## config.mk

```make
export PLATFORM = sky130hd
export DESIGN_NAME = bankclk_latch
export DESIGN_NICKNAME = d
export VERILOG_FILES = /design/src/rtl/bcl_pkg.sv /design/src/rtl/bcl_edge_sync.sv /design/src/rtl/bcl_decode.sv /design/src/rtl/bcl_bank.sv /design/src/rtl/bankclk_latch.sv
export SDC_FILE = /design/constraint.sdc
export NUM_CORES = 1
export LEC_CHECK = 0
export BUFFER_PORTS_ARGS = -buffer_cell sky130_fd_sc_hd__buf_2
export CAP_MARGIN = 20
export CELL_PAD_IN_SITES_DETAIL_PLACEMENT = 1
export CELL_PAD_IN_SITES_GLOBAL_PLACEMENT = 2
export CORE_UTILIZATION = 31
export DETAILED_ROUTE_END_ITERATION = 10
export GPL_TIMING_DRIVEN = 0
export PLACE_DENSITY_LB_ADDON = 0.1
export RECOVER_POWER = 50
export SLEW_MARGIN = 20
export SYNTH_ARGS = -nofsm -noshare
export SYNTH_HDL_FRONTEND = slang
export SYNTH_HIERARCHICAL = 1
export SYNTH_SLANG_ARGS = --single-unit
```

## constraint.sdc

```tcl
create_clock -name clk -period 2.5 [get_ports clk]
set_clock_uncertainty 0.15 [all_clocks]
set_input_delay 0.5 -clock clk [delete_from_list [all_inputs] [get_ports clk]]
set_output_delay 0.5 -clock clk [all_outputs]
set_load 0.02 [all_outputs]
```

## src/rtl/bcl_pkg.sv

```systemverilog
package bcl_pkg;

    // Kind of update a decoded command asks for
    typedef enum logic [1:0] {
        UPD_NONE   = 2'd0,
        UPD_SINGLE = 2'd1,
        UPD_ALL    = 2'd2
    } upd_mode_e;

endpackage

```

## src/rtl/bcl_edge_sync.sv

```systemverilog
// Synchronizes an asynchronous level and emits a one-cycle pulse on its rise.
module bcl_edge_sync #(
    parameter int STAGES = 2
) (
    input  logic clk,
    input  logic rst_n,
    input  logic async_in,
    output logic rise_pulse
);

    localparam int SH_W = STAGES + 1;

    typedef struct packed {
        logic [SH_W-1:0] sh;
    } sync_state_t;

    sync_state_t st_d, st_q;

    always_comb begin
        st_d    = st_q;
        st_d.sh = {st_q.sh[SH_W-2:0], async_in};
    end

    always_ff @(posedge clk or negedge rst_n) begin
        if (!rst_n) begin
            st_q <= '0;
        end else begin
            st_q <= st_d;
        end
    end

    assign rise_pulse = st_q.sh[STAGES-1] & ~st_q.sh[STAGES];

endmodule

```

## src/rtl/bcl_decode.sv

```systemverilog
// Splits a command word and decides whether and where it is loaded.
module bcl_decode
    import bcl_pkg::*;
#(
    parameter int ADDR_W = 3,
    parameter int BSEL_W = 1,
    parameter int DATA_W = 12,
    localparam int WORD_W = ADDR_W + BSEL_W + DATA_W
) (
    input  logic [WORD_W-1:0] word,
    input  logic [ADDR_W-1:0] strap,
    input  logic              dual,
    input  logic              fire,
    output upd_mode_e         mode,
    output logic [BSEL_W-1:0] bank_idx,
    output logic [DATA_W-1:0] data
);

    logic [ADDR_W-1:0] tgt_addr;
    logic              hit;

    always_comb begin
        tgt_addr = word[WORD_W-1 -: ADDR_W];
        bank_idx = word[DATA_W +: BSEL_W];
        data     = word[DATA_W-1:0];
        hit      = (tgt_addr == strap);
        if (!fire || !hit) begin
            mode = UPD_NONE;
        end else if (dual) begin
            mode = UPD_ALL;
        end else begin
            mode = UPD_SINGLE;
        end
    end

endmodule

```

## src/rtl/bcl_bank.sv

```systemverilog
// One bank of clock-state flops with a write enable.
module bcl_bank #(
    parameter int DATA_W = 12
) (
    input  logic              clk,
    input  logic              rst_n,
    input  logic              we,
    input  logic [DATA_W-1:0] din,
    output logic [DATA_W-1:0] dout
);

    typedef struct packed {
        logic [DATA_W-1:0] val;
    } bank_state_t;

    bank_state_t st_d, st_q;

    always_comb begin
        st_d = st_q;
        if (we) begin
            st_d.val = din;
        end
    end

    always_ff @(posedge clk or negedge rst_n) begin
        if (!rst_n) begin
            st_q <= '0;
        end else begin
            st_q <= st_d;
        end
    end

    assign dout = st_q.val;

endmodule

```

## src/rtl/bankclk_latch.sv

```systemverilog
// Address-filtered, bank-steered latch for backplane clock-state words.
module bankclk_latch
    import bcl_pkg::*;
#(
    parameter int ADDR_W      = 3,
    parameter int NUM_BANKS   = 2,
    parameter int DATA_W      = 12,
    parameter int SYNC_STAGES = 2,
    localparam int BSEL_W     = (NUM_BANKS > 1) ? $clog2(NUM_BANKS) : 1,
    localparam int WORD_W     = ADDR_W + BSEL_W + DATA_W,
    localparam int OUT_W      = NUM_BANKS * DATA_W
) (
    input  logic              clk,
    input  logic              rst_n,
    input  logic [WORD_W-1:0] bus_word,
    input  logic              wr_strobe,
    input  logic [ADDR_W-1:0] addr_strap,
    input  logic              dual_upd,
    output logic [OUT_W-1:0]  clk_state
);

    logic              ld_pulse;
    upd_mode_e         mode;
    logic [BSEL_W-1:0] bank_idx;
    logic [DATA_W-1:0] ld_data;

    bcl_edge_sync #(
        .STAGES (SYNC_STAGES)
    ) u_sync (
        .clk        (clk),
        .rst_n      (rst_n),
        .async_in   (wr_strobe),
        .rise_pulse (ld_pulse)
    );

    bcl_decode #(
        .ADDR_W (ADDR_W),
        .BSEL_W (BSEL_W),
        .DATA_W (DATA_W)
    ) u_dec (
        .word     (bus_word),
        .strap    (addr_strap),
        .dual     (dual_upd),
        .fire     (ld_pulse),
        .mode     (mode),
        .bank_idx (bank_idx),
        .data     (ld_data)
    );

    for (genvar g = 0; g < NUM_BANKS; g++) begin : g_bank
        logic we;
        always_comb begin
            we = (mode == UPD_ALL) ||
                 ((mode == UPD_SINGLE) && (bank_idx == BSEL_W'(g)));
        end
        bcl_bank #(
            .DATA_W (DATA_W)
        ) u_bank (
            .clk   (clk),
            .rst_n (rst_n),
            .we    (we),
            .din   (ld_data),
            .dout  (clk_state[g*DATA_W +: DATA_W])
        );
    end

endmodule

```

# Word level (Yosys, flattened, before mapping)
# Cells that the tools add are included.
# totals
regBits,27
inputBits,23
out_inout_bits,24
word_cells,18
# classes
n_eq_ne,3
mux,2
bitwise,3
reduce_logical,7
# op_table
op,count
2-bit 2-to-1 mux,2
3-bit equality test,1
1-bit logical OR,3
2-bit by 1-bit equality test with 1-bit output (second input constant),1
2-bit equality test (second input constant),1
1-bit logical AND,2
1-bit logical NOT,2
1-bit inverter,2
1-bit bitwise AND,1

# Longest topological paths before layout
# logic_depth
depth_word,8
ltp_mapped,7
mapped_depth_nobuf,6

# Modules after synthesis
# Netlist, hierarchy kept.
# by_module_without_submodules
mod,instances,cells_each,area_per_inst_um2,seq_area_each_um2
bcl_bank,2,25,484.2,300.3
bcl_decode,1,20,146.4,0.0
bcl_edge_sync,1,4,88.8,75.1
bankclk_latch,1,5,26.3,0.0

# Worst setup path after synthesis
# Ideal clock, no wire load.
# synth_path
path_kind,input to register
from,input addr_strap[1]
to,"register g_bank[0].u_bank.st_q, in the netlist g_bank[0].u_bank/dout[0]"
setup_ns,0.125
t_arrival_ns,1.789
required_ns,2.225
slack_ns,0.436
cell_stages,6
path_buffers,1
path_cell_list,xor2_1 nor4_1 nand2b_1 o21ai_1 buf_6 mux2_4
# synth_between
elab_chain_cells,7
elab_cells_between_ends,8
cone_classes,eq/ne (3); mux (1); reduce/logical (4)
# synth_lines
item,line,rtl
"start, declared",bankclk_latch.sv:17,"input logic [ADDR_W-1:0] addr_strap,"
3-bit equality test *,bcl_decode.sv:26,hit = (tgt_addr == strap);
1-bit logical NOT *,bcl_decode.sv:27,if (!fire || !hit) begin
1-bit logical OR *,bcl_decode.sv:27,
2-bit 2-to-1 mux *,bcl_decode.sv:27,
via mode[0],bankclk_latch.sv:23,upd_mode_e mode;
2-bit by 1-bit equality test with 1-bit output,bankclk_latch.sv:54,((mode == UPD_SINGLE) && (bank_idx == BSEL_W'(g)));
1-bit logical AND,bankclk_latch.sv:54,
1-bit logical OR *,bankclk_latch.sv:53,we = (mode == UPD_ALL) ||
via g_bank[0].we,bankclk_latch.sv:51,logic we;
"end signal, assigned",bcl_bank.sv:29,st_q <= st_d;
"end, declared",bcl_bank.sv:16,"bank_state_t st_d, st_q;"
# The timed path passes the listed nets; every way through them passes the cells marked *.
# A chain may end at the register's enable or synchronous reset.

# Worst setup path after layout
# layout_path
from,input addr_strap[1]
to,"register g_bank[0].u_bank.st_q, in the netlist g_bank[0].u_bank/dout[2]"
# Same word-level chain as after synthesis.

==> impl_metrics.json <==
{
  "final_hold_viol_count": 0,
  "crit_slowest_cell": "nor4_1",
  "vias_per_cell": 4.29,
  "worstSkewPairLatency_ns": 0.27,
  "die_area_sq_um": 4220,
  "ir_drop_mv": 0.332,
  "cts_hold_buffers": 0,
  "die_x_um": 65.0,
  "grt_pass1_wl_um": 3510,
  "cts_setup_buffers": 0,
  "multiInputGateArea_sq_um": 430,
  "die_h_um": 65.0,
  "p_total_uw": 1450,
  "cts_root_buf": "clkbuf_8",
  "yosysWarnings": 6,
  "grt_max_degree": 28,
  "min_period_ns": 2.15,
  "antenna_found_initial": 0,
  "diodes": 0,
  "wl_um": 2220,
  "cts_resized": 0,
  "synth_nets": 102,
  "placedCellCount": 160,
  "tightest_slew_ns": 1.43,
  "slew_headroom": 0.0453,
  "synth_top_cell_by_area": "dfrtp_1",
  "seq_area_frac_synth": 0.549,
  "gp_congestion": 0.639,
  "crit_path_max_fanout": 10,
  "ios": 47,
  "final_max_slew_viol_count": 0,
  "cts_buffer_depth": 2,
  "fmax_mhz": 465,
  "io_buffers": 33,
  "stdcell_count": 164,
  "setup-tns-final_ns": 0,
  "powerDensity_nw_per_um2": 977,
  "drc": 0,
  "grtUsageTotal": 0.114,
  "async_flop_share": 1.00,
  "synthTopCellsByCount": "dfrtp_1 (27), mux2_4 (20), buf_4 (13)",
  "postLayoutCellArea_sq_um": 1490,
  "num-fill-cells": 427,
  "rows": 22,
  "end_kind": "flip-flop",
  "final_antenna_net_count": 0,
  "cts_tree": "built",
  "max-cap-violations": 0,
  "synth_area_leaders": "dfrtp_1 (55%), mux2_4 (24%), buf_4 (7.9%)",
  "regArea_sq_um": 676,
  "setup_viol_count_final": 0,
  "crit_family": "simple AND/OR/NAND/NOR gates",
  "period_share": 0.860,
  "routed-via-count": 703,
  "hold_class": "primary input to flip-flop",
  "dpl_cell_area_sq_um": 1460,
  "avgRoutedWirePerCell_um": 13.6,
  "synth.cell_area_sq_um": 1230,
  "cp.arrival_ns": 2.15,
  "cts.sinks": 27,
  "start_kind": "primary input",
  "synth_cells": 79,
  "drt-initial-drc-count": 3,
  "status": "finished, final reports clean",
  "path_buf_inv": 2,
  "coreArea_sq_um": 3740,
  "hpwl_um": 1550,
  "synth_cell_types": 12,
  "critPathMaxStageDelay_ns": 0.39,
  "synth_edf_count": 0,
  "clk_pin_slew_ns": 0.09,
  "grt_pass1_vias": 719,
  "drtPass1Iterations": 2,
  "cts_buffers": 3,
  "drive_above_1_share": 0.578,
  "avgSynthCellArea_sq_um": 15.6,
  "p_leak_uw": 0.000729,
  "synth_top_cell_area_share": 0.549,
  "synth-main-ff-cell": "dfrtp_1",
  "required_ns": 2.50,
  "num-nets-final": 140,
  "path_cells": "buf_2 > xor2_1 > nor4_1 > nand2b_1 > o21ai_1 > buf_6 > mux2_4",
  "grt_overflow": 0,
  "start_util": 0.329,
  "rsz0062_at_grt": "no",
  "synthToLayoutAreaGrowth_pct": 21.1,
  "synth_seq_cells": 27,
  "path_class": "primary input to flip-flop",
  "yosysMostFrequentCell": "dfrtp_1",
  "h-tree-depth": 1
}
[report_power, final]
group | total, uW | switching [uW] | internal, uW
clock | 240 | 128 | 111
combinational | 559 | 291 | 268
sequential | 656 | 77.1 | 579
total | 1450 | 497 | 958
[registers in the layout, summed over array words and instances, names as in the netlist]
register,flops
u_sync/st_q,3
g_bank.u_bank/dout,24
[cells in the final DEF (no fill, tap or decap)]
| cell type | count |
|---|---|
| clkinv_2 | 1 |
| inv_1 | 1 |
| nand2b_1 | 3 |
| o21ai_1 | 2 |
| mux2_4 | 20 |
| buf_4 | 13 |
| clkbuf_1 | 10 |
| dfrtp_1 | 27 |
| mux2_2 | 4 |
| buf_2 | 23 |
| buf_6 | 2 |
| nor2b_4 | 1 |
| nand2_1 | 1 |
| nor4_1 | 2 |
| clkbuf_8 | 3 |
| xor2_1 | 3 |
[through the flow]
step	hold slack, ns	setup WS [ns]	util
finish	0.181	0.351	0.398
global route	0.165	0.236	0.398
CTS	0.0889	0.358	0.401
detailed placement	0.189	0.0774	0.389
global placement	0.187	0.0962	0.389
floorplan	0.0544	0.436	-
[cells by family after synthesis]
family	count (synthesis)	synth area share
and+or+nand+nor	7	0.0397
AOI/OAI and AO/OA	2	0.00814
muxes	24	0.281
buffers and inverters	16	0.101
xor gates and xnor gates	3	0.0214
DFF	27	0.549
[path summary, 6_finish.rpt]
| kind | from | endpoint | slack (ns) | cells after the start |
|---|---|---|---|---|
| max | addr_strap[1] | g_bank[0].u_bank/dout[2] | 0.35 | 7 |
| min | wr_strobe | u_sync/st_q[0] | 0.18 | 1 |
| max reg2reg | u_sync/st_q[2] | g_bank[0].u_bank/dout[2] | 0.38 | 7 |
| min reg2reg | u_sync/st_q[0] | u_sync/st_q[1] | 0.21 | 0 |
| max in group asynchronous | rst_n | g_bank[1].u_bank/dout[8] | 0.96 | 1 |
| min in group asynchronous | rst_n | g_bank[0].u_bank/dout[7] | 0.40 | 1 |
[cell type report]
cell class                 instances  area share
tap                               48      0.0403
buffer                            15      0.0807
sequential                        27       0.454
timing repair buffer              33       0.103
clock inverter                     1     0.00336
multi-input combinational         36       0.289
inverter                           1     0.00252
clock buffer                       3      0.0277
[per-layer routing]
layer / global-route usage / up-vias / wire length, um
met3: 0.0282 / 4 / 120
met2: 0.174 / 25 / 1040
li1: - / 326 / -
met5: 0 / - / 0
met4: 0.0500 / 0 / 31
met1: 0.152 / 348 / 1030
(Power assumes the default switching activity.)
